[src/rtl/irqc_pkg.sv]
package irqc_pkg;
  localparam int unsigned NUM_SRC = 32;
  localparam int unsigned ADDR_W  = 4;

  typedef logic [NUM_SRC-1:0] srcvec_t;
  typedef logic [ADDR_W-1:0]  regofs_t;

  localparam regofs_t OFS_STAT  = 4'h0;
  localparam regofs_t OFS_EN    = 4'h2;
  localparam regofs_t OFS_CRIT  = 4'h3;
  localparam regofs_t OFS_POL   = 4'h4;
  localparam regofs_t OFS_TRIG  = 4'h5;
  localparam regofs_t OFS_MSTAT = 4'h6;
  localparam regofs_t OFS_VEC   = 4'h7;
  localparam regofs_t OFS_VCFG  = 4'h8;

  // Bit position used by source number n (MSB-first numbering).
  function automatic int unsigned src_pos(int unsigned n);
    return NUM_SRC - 1 - n;
  endfunction

  // Clear vector produced by a write cycle.
  function automatic srcvec_t clear_of(logic wr, regofs_t ofs, srcvec_t data);
    return (wr && ofs == OFS_STAT) ? data : '0;
  endfunction

  // Masked word split by routing choice.
  function automatic logic any_routed(srcvec_t pend, srcvec_t sel);
    return |(pend & sel);
  endfunction
endpackage

[src/rtl/irqc_sense.sv]
module irqc_sense
  import irqc_pkg::*;
(
  input  logic    clk,
  input  logic    rst_n,
  input  srcvec_t irq_in,
  input  srcvec_t trig_q,
  input  srcvec_t pol_q,
  output srcvec_t set_vec,
  output srcvec_t lvl_hold
);
  srcvec_t prev_q;

  always_ff @(posedge clk or negedge rst_n) begin
    if (!rst_n) prev_q <= '0;
    else        prev_q <= irq_in;
  end

  for (genvar i = 0; i < NUM_SRC; i++) begin : g_src
    logic at_level;
    logic edge_hit;
    always_comb begin
      at_level = ~(irq_in[i] ^ pol_q[i]);
      if (pol_q[i]) edge_hit = irq_in[i] & ~prev_q[i];
      else          edge_hit = ~irq_in[i] & prev_q[i];
    end
    assign set_vec[i]  = trig_q[i] ? edge_hit : at_level;
    assign lvl_hold[i] = ~trig_q[i] & at_level;
  end
endmodule

[src/rtl/irqc_status.sv]
module irqc_status
  import irqc_pkg::*;
(
  input  logic    clk,
  input  logic    rst_n,
  input  srcvec_t set_vec,
  input  srcvec_t clr_vec,
  output srcvec_t status_q
);
  for (genvar i = 0; i < NUM_SRC; i++) begin : g_bit
    always_ff @(posedge clk or negedge rst_n) begin
      if (!rst_n)          status_q[i] <= 1'b0;
      else if (set_vec[i]) status_q[i] <= 1'b1;
      else if (clr_vec[i]) status_q[i] <= 1'b0;
    end
  end
endmodule

[src/rtl/irqc_regs.sv]
module irqc_regs
  import irqc_pkg::*;
(
  input  logic    clk,
  input  logic    rst_n,
  input  regofs_t reg_addr,
  input  srcvec_t reg_wdata,
  input  logic    reg_wr,
  input  logic    reg_rd,
  input  srcvec_t status_q,
  output srcvec_t en_q,
  output srcvec_t crit_q,
  output srcvec_t pol_q,
  output srcvec_t trig_q,
  output srcvec_t clr_vec,
  output srcvec_t reg_rdata
);
  srcvec_t rd_word;

  assign clr_vec = clear_of(reg_wr, reg_addr, reg_wdata);

  always_ff @(posedge clk or negedge rst_n) begin
    if (!rst_n) begin
      en_q   <= '0;
      crit_q <= '0;
      pol_q  <= '0;
      trig_q <= '0;
    end else if (reg_wr) begin
      case (reg_addr)
        OFS_EN:   en_q   <= reg_wdata;
        OFS_CRIT: crit_q <= reg_wdata;
        OFS_POL:  pol_q  <= reg_wdata;
        OFS_TRIG: trig_q <= reg_wdata;
        default:  ;
      endcase
    end
  end

  always_comb begin
    case (reg_addr)
      OFS_STAT:  rd_word = status_q;
      OFS_EN:    rd_word = en_q;
      OFS_CRIT:  rd_word = crit_q;
      OFS_POL:   rd_word = pol_q;
      OFS_TRIG:  rd_word = trig_q;
      OFS_MSTAT: rd_word = status_q & en_q;
      OFS_VEC:   rd_word = '0;
      OFS_VCFG:  rd_word = '0;
      default:   rd_word = '0;
    endcase
  end

  always_ff @(posedge clk or negedge rst_n) begin
    if (!rst_n)      reg_rdata <= '0;
    else if (reg_rd) reg_rdata <= rd_word;
    else             reg_rdata <= '0;
  end
endmodule

[src/rtl/irq_ctrl32.sv]
module irq_ctrl32
  import irqc_pkg::*;
(
  input  logic              clk,
  input  logic              rst_n,
  input  logic [31:0]       irq_in,
  input  logic [3:0]        reg_addr,
  input  logic [31:0]       reg_wdata,
  input  logic              reg_wr,
  input  logic              reg_rd,
  output logic [31:0]       reg_rdata,
  output logic              irq_crit,
  output logic              irq_norm
);
  srcvec_t set_vec;
  srcvec_t lvl_hold;
  srcvec_t clr_vec;
  srcvec_t status_q;
  srcvec_t en_q;
  srcvec_t crit_q;
  srcvec_t pol_q;
  srcvec_t trig_q;
  srcvec_t pend_vec;

  irqc_sense u_sense (
    .clk      (clk),
    .rst_n    (rst_n),
    .irq_in   (irq_in),
    .trig_q   (trig_q),
    .pol_q    (pol_q),
    .set_vec  (set_vec),
    .lvl_hold (lvl_hold)
  );

  irqc_status u_status (
    .clk      (clk),
    .rst_n    (rst_n),
    .set_vec  (set_vec),
    .clr_vec  (clr_vec),
    .status_q (status_q)
  );

  irqc_regs u_regs (
    .clk       (clk),
    .rst_n     (rst_n),
    .reg_addr  (reg_addr),
    .reg_wdata (reg_wdata),
    .reg_wr    (reg_wr),
    .reg_rd    (reg_rd),
    .status_q  (status_q),
    .en_q      (en_q),
    .crit_q    (crit_q),
    .pol_q     (pol_q),
    .trig_q    (trig_q),
    .clr_vec   (clr_vec),
    .reg_rdata (reg_rdata)
  );

  assign pend_vec = status_q & en_q;
  assign irq_crit = any_routed(pend_vec, crit_q);
  assign irq_norm = any_routed(pend_vec, ~crit_q);
endmodule

[config.mk]
export PLATFORM = sky130hd
export DESIGN_NAME = irq_ctrl32
export DESIGN_NICKNAME = d
export VERILOG_FILES = /design/src/rtl/irqc_pkg.sv /design/src/rtl/irqc_sense.sv /design/src/rtl/irqc_status.sv /design/src/rtl/irqc_regs.sv /design/src/rtl/irq_ctrl32.sv
export SDC_FILE = /design/constraint.sdc
export NUM_CORES = 1
export LEC_CHECK = 0
export BUFFER_PORTS_ARGS = -buffer_cell sky130_fd_sc_hd__buf_2
export CAP_MARGIN = 40
export CELL_PAD_IN_SITES_DETAIL_PLACEMENT = 1
export CELL_PAD_IN_SITES_GLOBAL_PLACEMENT = 1
export CORE_MARGIN = 1
export CORE_UTILIZATION = 50
export CTS_CLUSTER_SIZE = 20
export DETAILED_ROUTE_END_ITERATION = 6
export PLACE_DENSITY_LB_ADDON = 0.12
export SLEW_MARGIN = 20
export SYNTH_ARGS = -nofsm -noshare
export SYNTH_HDL_FRONTEND = slang
export SYNTH_SLANG_ARGS = --single-unit
[constraint.sdc]
create_clock -name clk -period 2.24 [get_ports clk]
set_input_delay 0.448 -clock clk [delete_from_list [all_inputs] [get_ports clk]]
set_output_delay 0.448 -clock clk [all_outputs]
set_load 0.01 [all_outputs]
Word-level counts from Yosys, hierarchy flattened:

Index checks and enable logic that the tools add are counted.
W data, S select, Z words.

* equality and inequality tests: 5
* muxes and demuxes: 131
* bitwise logic cells: 196
* reduce and logical (&&, ||, !) cells: 40

Operators with widths (count)
* $pmux W32 S6: 1
* $mux W1: 128
* $and A32 B32 Y32: 3
* $not A1 Y1: 96
* $and A1 B1 Y1: 64
* $mux W32: 2
* $reduce_bool A2 Y1: 32
* $reduce_or A32 Y1: 2
* $not A32 Y32: 1
* $xor A1 B1 Y1: 32
* $eq A4 B3 Y1 const B: 3
* $eq A4 B2 Y1 const B: 2
* $reduce_and A2 Y1: 4
* $logic_not A4 Y1: 1
* $logic_and A1 B1 Y1: 1

* register bits: 224

Longest topological paths before layout:

Gate-level depths: netlist (run 1).

* depth after elaboration: 5
* gate-level depth with buffers: 7

Hierarchy:

From an unflattened synthesis (run 1), not the netlist that was laid out.

* cells, all modules: 1028
* area total of the unflattened synthesis: 11277.1 um^2

Modules (own cells, without submodules)
* irqc_regs: instances 1, cells each 613, area each 7629.8 um^2, sequential area each 4003.8 um^2
* irqc_sense: instances 1, cells each 224, area each 2001.9 um^2, sequential area each 800.8 um^2
* irqc_status: instances 1, cells each 96, area each 1161.1 um^2, sequential area each 800.8 um^2
* irq_ctrl32: instances 1, cells each 95, area each 484.2 um^2, sequential area each 0.0 um^2

Least setup slack after synthesis (run 1):

No wires, ideal clock.

* kind: input -> register
* start: input reg_addr[2]
* end: register u_regs.crit_q[0]
* data arrival time: 1599 ps
* required time: 2115 ps
* path slack: 515 ps
* stages: 6
* buffers on the path: 2
* path through: buf_4 > nor2_2 > and2_4 > nand2_4 > buf_6 > mux2_4

* longest elaborated chain between the ends: 2

Ends and longest elaborated chain
* start, declared: line irq_ctrl32.sv:7 `input logic [3:0] reg_addr,`
* $eq A4 B2 Y1: line irqc_regs.sv:29 `case (reg_addr)`
* $reduce_and A2 Y1 (no line)
* end signal, assigned: line irqc_regs.sv:31 `OFS_CRIT: crit_q <= reg_wdata;`
* end, declared: line irqc_regs.sv:12 `output srcvec_t crit_q,`

Every way passes these cells.
A chain may end at the register's enable or synchronous reset.

Final worst setup path (run 1):

* start: register u_status.status_q[19]
* end: output irq_crit

* longest elaborated chain between the ends: 3

Ends and longest elaborated chain
* start, declared: line irqc_status.sv:8 `output srcvec_t status_q`
* start signal, assigned by index: line irqc_status.sv:12 `if (!rst_n) status_q[i] <= 1'b0;`
* start signal, assigned by index: line irqc_status.sv:13 `else if (set_vec[i]) status_q[i] <= 1'b1;`
* start signal, assigned by index: line irqc_status.sv:14 `else if (clr_vec[i]) status_q[i] <= 1'b0;`
* $and A32 B32 Y32: line irq_ctrl32.sv:59 `assign pend_vec = status_q & en_q;`
* $and A32 B32 Y32: line irqc_pkg.sv:29 `return |(pend & sel);`
* $reduce_or A32 Y1: line irqc_pkg.sv:29
* end, declared: line irq_ctrl32.sv:12 `output logic irq_crit,`

Every way passes these cells.

==> impl_metrics.env, run 1 <==
export IMPL_wl_per_cell_um=24.87
export IMPL_synth_cells=834
export IMPL_r2r_cells=4
export IMPL_core_area_um2=20230
export IMPL_peakVddDrop_v=0.0005563
export IMPL_drive_gt1_frac=0.3406
export IMPL_finalMaxSlewViolations=0
export IMPL_power_density_nw_per_um2=944.9
export IMPL_fillers=2045
export IMPL_dr_total_vias=7751
export IMPL_crit_path_top_delay_cell="dfrtp_2"
export IMPL_dp_final_hpwl_um=20470
export IMPL_ant_nets=0
export IMPL_clockRootBuffer="clkbuf_16"
export IMPL_yosysTopAreaCellShare=0.5436
export IMPL_start_util=0.5096
export IMPL_drt_iter0_markers=527
export IMPL_final_nets=1062
export IMPL_start_kind="flip-flop"
export IMPL_die_width_um=145.6
export IMPL_wl_um=31780
export IMPL_critPathCaptureType="output port"
export IMPL_yosys_area_top_type="dfrtp_1"
export IMPL_synth_edff_count=0
export IMPL_holdPathStages=1
export IMPL_final_util=0.6192
export IMPL_power_share_switching=0.2886
export IMPL_violations="negative setup slack"
export IMPL_crit_family="simple AND/OR/NAND/NOR gates"
export IMPL_place_congestion=0.8777
export IMPL_die_height_um=145.6
export IMPL_dp_slack_ns=0.05381
export IMPL_internal_power_mw=8.423
export IMPL_worstHoldStart="irq_in[7]"
export IMPL_grt_pass1_vias=8534
export IMPL_p_seq_frac=0.455
export IMPL_area_growth_pct=21.51
export IMPL_fin_crit_ns=2.468
export IMPL_path_class="flip-flop to output port"
export IMPL_reg2reg_slack_ns=0.79
export IMPL_gr_total_overflow=0
export IMPL_cellLeakagePower_nw=5.748
export IMPL_tritoncts="yes"
export IMPL_setup_ws_ns=-0.2284
export IMPL_fin_crit_sh=1.102
export IMPL_cpPeakStageDelay_ns=0.45
export IMPL_ctsLongestPathBuffers=3
export IMPL_numCtsBuffers=26
export IMPL_avgSynthCellArea_um2=12.36
export IMPL_syn_num_nets=906
export IMPL_clkPwrFrac=0.357
export IMPL_yosysWarnings=0
export IMPL_clock_fmax_ghz=0.4051
export IMPL_insertion_delay_ns=0.53
export IMPL_cts_clk_slew_worst_paths_ns=0.06
export IMPL_holdPathEnd="u_sense.prev_q[7]"
export IMPL_slew_headroom=0.4562
export IMPL_synth_area_um2=10310
export IMPL_crit_required_ns=1.79
export IMPL_num_io_pins=106
export IMPL_regToRegStartpoint="u_regs.en_q[9]"
export IMPL_seq_area_frac_synth=0.5436
export IMPL_cp_max_fo=5
export IMPL_clock_sinks=224
export IMPL_grt_pass1_wl_um=49740
export IMPL_synth_area_top_cells="dfrtp_1 54%, mux2_2 8.6%, mux2_4 4.4%, a21o_1 3.6%, mux2_1 3.3%"
export IMPL_finalSetupViolations=2
export IMPL_design_area_um2=12530
export IMPL_worst_pin_slew_ns=0.8141
export IMPL_worst_r2r_endpoint="u_regs.reg_rdata[9]"
export IMPL_rsz0062_at_grt="true"
export IMPL_clock_skew_ns=0.007112
export IMPL_synth_cell_type_count=44
export IMPL_p_switching_mw=3.417
export IMPL_grt_max_degree=66
export IMPL_die_area_um2=21200
export IMPL_p_comb_frac=0.188
export IMPL_hold_violations=0
export IMPL_via_per_inst=6.065
export IMPL_status="finished with violations"
export IMPL_crit_buf_inv=2
export IMPL_antenna_found_initial=1
export IMPL_synth_seq_cells=224
export IMPL_hold_slack_ns=0.04688
export IMPL_h_tree_depth=1
export IMPL_layout_common_cells="221 x dfrtp_1, 103 x buf_2, 79 x nand2_1, 79 x mux2_2, 62 x a21oi_1"
export IMPL_cp_cell_sequence="nand3_4 > nand4_1 > nor4_4 > buf_4 > nand2_4 > buf_6"
export IMPL_first_pass_iters=5
export IMPL_synth_flop_cell="dfrtp_1"
export IMPL_port_buffers=105
export IMPL_cp_arrival_ns=2.02
export IMPL_drv_cap=0
export IMPL_min_path_type="primary input to flip-flop"
export IMPL_dpl_cell_area_um2=11380
export IMPL_drc=0
export IMPL_async_reset_ff_frac=1.000
export IMPL_num_rows=52
export IMPL_final_common_cell="dfrtp_1"
export IMPL_grt_usage=0.3070
==> layout make-up <==
class	count	area (µm²)	share of cell area
inverters	2	7.507	0.0005992
flip-flops and latches	224	5609	0.4477
clock inverters	9	120.1	0.009587
well taps	270	337.8	0.02696
repair buffers	168	1117	0.08918
diodes	1	2.502	0.0001997
multi-input cells	568	4616	0.3684
clock buffers	36	719.4	0.05742
==> per-stage QoR <==
step                power (mW)  setup TNS, ns  cells
floorplan                6.545              0    834
finish                   11.84        -0.4241   1278
global placement         7.213              0   1209
CTS                      11.83        -0.4262   1275
detailed placement       7.390              0   1209
global route             12.31        -0.5608   1278
==> power by group through the flow <==
| stage | sequential (mW) | clock, mW | combinational, mW |
|---|---|---|---|
| 6_report | 5.39 | 4.23 | 2.23 |
| 5_1_grt | 5.46 | 4.43 | 2.41 |
| 4_1_cts | 5.35 | 4.29 | 2.18 |
| 3_5_place_dp | 5.42 | 0 | 1.97 |
| 3_3_place_gp | 5.34 | 0 | 1.87 |
| 2_1_floorplan | 5.20 | 0 | 1.35 |
==> worst max-delay path by stage <==
stage	start	endpoint	slack (ns)	cells after the start
after floorplan	reg_addr[2]	u_regs.crit_q[0]	0.52	6
after global placement	u_regs.crit_q[19]	irq_crit	0.05	6
after detailed placement	u_regs.crit_q[19]	irq_crit	0.05	6
after CTS	u_regs.en_q[6]	irq_crit	-0.22	6
after global routing	u_status.status_q[19]	irq_crit	-0.29	6
final	u_status.status_q[19]	irq_crit	-0.23	6
==> cells in the mapped netlist, drive strengths merged (12+ instances only) <==
library cell	n
xor2	32
nand2	85
a222oi	27
dfrtp	224
a22o	16
a21o	50
mux2	139
a21oi	62
xnor2	32
o21ai	12
and2	16
o22ai	12
nand3	32
buf	32
==> routing by layer <==
layer  GRT usage  vias to the layer above  share of wire
met5           0                        -              0
met4     0.09368                        0          0.021
met3     0.03918                       52          0.061
met2      0.5197                      289           0.50
met1      0.4146                     4050           0.42
li1            -                     3360              -
==> cell families after synthesis <==
logic type                Yosys count  share of synthesized area
DFF                               224                     0.5436
AOI/OAI and AO/OA                 191                     0.1298
and+or+nand+nor                   171                    0.08348
muxes                             142                     0.1656
xor gates and xnor gates           64                    0.05436
buffers and inverters              42                    0.02305
==> worst register-to-register path, cell delays in order (launching register included) <==
cell and delay, ns:
dfrtp_1 0.40, buf_4 0.15, mux2_2 0.26, a222oi_1 0.36, a21oi_1 0.15
==> flip-flops by register name, summed over array words and instances, names as in the netlist <==
register and count:
u_regs.trig_q 32, u_regs.reg_rdata 32, u_regs.pol_q 32, u_status.status_q 32, u_sense.prev_q 32, u_regs.crit_q 32
u_regs.en_q 32
==> timing repair <==
item / in CTS / in global routing
hold buffers: 1 / 0
endpoints found under the setup margin: 2 / 2
hold endpoints to repair: 59 / 0
gates resized for setup: 15 / 11
setup buffers: 20 / 2
pin swaps: 10 / 3
Power figures use the tool's default switching activity.
==> inputs of run 2 (changes only) <==
--- a/config.mk
+++ b/config.mk
@@ -5,7 +5,6 @@
 export SDC_FILE = /design/constraint.sdc
 export NUM_CORES = 1
 export LEC_CHECK = 0
-export BUFFER_PORTS_ARGS = -buffer_cell sky130_fd_sc_hd__buf_2
 export CAP_MARGIN = 40
 export CELL_PAD_IN_SITES_DETAIL_PLACEMENT = 1
 export CELL_PAD_IN_SITES_GLOBAL_PLACEMENT = 1
@@ -13,6 +12,8 @@
 export CORE_UTILIZATION = 50
 export CTS_CLUSTER_SIZE = 20
 export DETAILED_ROUTE_END_ITERATION = 6
+export DONT_BUFFER_PORTS = 1
+export HOLD_SLACK_MARGIN = 0.06
 export PLACE_DENSITY_LB_ADDON = 0.12
 export SLEW_MARGIN = 20
 export SYNTH_ARGS = -nofsm -noshare
==> run 2 against run 1 <==
Effect of this change:
- the flow finishes with violations (negative hold slack, negative setup slack)
- worst setup slack better by 0.13 ns
- clock power down 3%
- count of clock-buffer cells in the layout decreased by 3
- via count decreased by 2.6%
- sequential share of layout area up 0.29 points
- die area is the same
- core utilization shrank 0.41 points
- clock skew increased by 0.0081 ns
- routed wire length shrank 0.86%
- hold slack got worse by 0.42 ns
==> impl_metrics.env, run 2 (synthesis gave the netlist of run 1 again) <==
export IMPL_cp_max_fo=5
export IMPL_grt_pass1_wl_um=48920
export IMPL_grt_usage=0.3007
export IMPL_core_area_um2=20230
export IMPL_dpl_cell_count=1091
export IMPL_port_buffers=0
export IMPL_first_pass_iters=7
export IMPL_die_area_um2=21200
export IMPL_layout_common_cells="222 x dfrtp_1, 83 x nand2_1, 79 x mux2_2"
export IMPL_insertion_delay_ns=0.53
export IMPL_design_area_um2=12450
export IMPL_drt_iter0_markers=714
export IMPL_final_nets=1008
export IMPL_fin_crit_sh=1.043
export IMPL_cellLeakagePower_nw=5.448
export IMPL_clock_skew_ns=0.01519
export IMPL_clock_fmax_ghz=0.4281
export IMPL_ant_nets=0
export IMPL_place_congestion=0.8345
export IMPL_dp_final_hpwl_um=18890
export IMPL_min_path_type="primary input to async pin"
export IMPL_drv_cap=0
export IMPL_power_density_nw_per_um2=924.8
export IMPL_die_width_um=145.6
export IMPL_h_tree_depth=1
export IMPL_clockRootBuffer="clkbuf_16"
export IMPL_ctsLongestPathBuffers=3
export IMPL_wl_per_cell_um=25.72
export IMPL_num_rows=52
export IMPL_clock_sinks=224
export IMPL_wl_um=31510
export IMPL_dpl_cell_area_um2=10680
export IMPL_crit_required_ns=1.79
export IMPL_drive_gt1_frac=0.2379
export IMPL_setup_ws_ns=-0.09585
export IMPL_instances_no_fill=1225
export IMPL_finalSetupViolations=2
export IMPL_start_util=0.5096
export IMPL_tritoncts="yes"
export IMPL_path_class="flip-flop to output port"
export IMPL_critPathCaptureType="output port"
export IMPL_violations="negative hold slack, negative setup slack"
export IMPL_fin_crit_ns=2.336
export IMPL_drc=0
export IMPL_antenna_found_initial=1
export IMPL_rsz0062_at_grt="true"
export IMPL_numCtsBuffers=25
export IMPL_hold_slack_ns=-0.3683
export IMPL_peakVddDrop_v=0.0006123
export IMPL_gr_total_overflow=0
export IMPL_tns_ns=-0.1683
export IMPL_slew_headroom=0.4316
export IMPL_final_common_cell="dfrtp_1"
export IMPL_cts_clk_slew_worst_paths_ns=0.06
export IMPL_cp_arrival_ns=1.89
export IMPL_grt_max_degree=225
export IMPL_grt_pass1_vias=8297
export IMPL_worst_pin_slew_ns=0.8518
export IMPL_via_per_inst=6.160
export IMPL_area_growth_pct=20.71
export IMPL_num_io_pins=106
export IMPL_dr_total_vias=7546
export IMPL_status="finished with violations"
export IMPL_die_height_um=145.6
export IMPL_start_kind="flip-flop"
export IMPL_finalMaxSlewViolations=0
export IMPL_hold_violations=224
[run 2: cell count changes in the layout (fill, tap and decap cells not counted), sizes merged]
| cell | change |
|---|---|
| clkinvlp | +1 |
| clkinv | +2 |
| bufinv | -1 |
| clkbuf | -3 |
| buf | -118 |
| inv | +1 |
| dlygate4sd3 | +65 |
[run 2: layout make-up]
| type | count | area, µm² |
|---|---|---|
| Antenna cell | 1 | 2.502 |
| Clock buffer | 33 | 705.7 |
| Clock inverter | 12 | 116.4 |
| Fill cell | 1983 | 7787 |
| Inverter | 2 | 7.507 |
| Multi-Input combinational cell | 568 | 4597 |
| Sequential cell | 224 | 5608 |
| Tap cell | 270 | 337.8 |
| Timing Repair Buffer | 115 | 1072 |
[run 2: timing repair]
action | in CTS | in global routing
endpoints found under the hold margin | 325 | 227
pin swaps | 8 | 3
cloned | 0 | 0
endpoints found under the setup margin | 2 | 2
hold buffers | 63 | 3
buffers inserted | 13 | 9
gates resized for setup | 18 | 6
[run 2: worst max-delay path, cell delays in order, from the launching register on]
cell and delay [ns]:
dfrtp_1 0.44, nand2_1 0.11, o22ai_2 0.09, nor4_4 0.31, buf_4 0.18, nand4_1 0.22
[run 2: final timing paths]
kind	cells after the start	endpoint	slack, ns	from
max	5	irq_norm	-0.1	u_regs.en_q[23]
min	0	u_status.status_q[18]	-0.37	rst_n
max reg2reg	4	u_regs.reg_rdata[22]	0.85	u_regs.en_q[22]
min reg2reg	1	u_regs.trig_q[31]	0.54	u_regs.trig_q[31]
max in group asynchronous	0	u_regs.trig_q[1]	2.14	rst_n
min in group clk	1	u_regs.pol_q[9]	0.07	reg_wdata[9]
[run 2: layer usage]
layer	vias to the layer above	global-route usage	part of all wire
met2	286	0.4894	0.48
met4	0	0.1100	0.034
met5	-	0	0
met3	66	0.06552	0.072
met1	3928	0.3975	0.42
li1	3266	-	-
[run 2: per-stage QoR]
| stage | power, mW | utilization | setup WS (ns) |
|---|---|---|---|
| finish | 11.51 | 0.6151 | -0.09585 |
| global route | 11.96 | 0.6151 | -0.1534 |
| global placement | 6.944 | 0.5267 | -0.2589 |
| CTS | 11.46 | 0.6086 | -0.07664 |
| floorplan | 6.545 | - | 0.5154 |
| detailed placement | 7.100 | 0.5277 | 0.01690 |
[run 2: where the power goes]
part / switching (mW) / internal, mW
Combinational: 0.838 / 1.17
Clock: 1.67 / 2.44
Sequential: 0.727 / 4.66
Total: 3.24 / 8.27
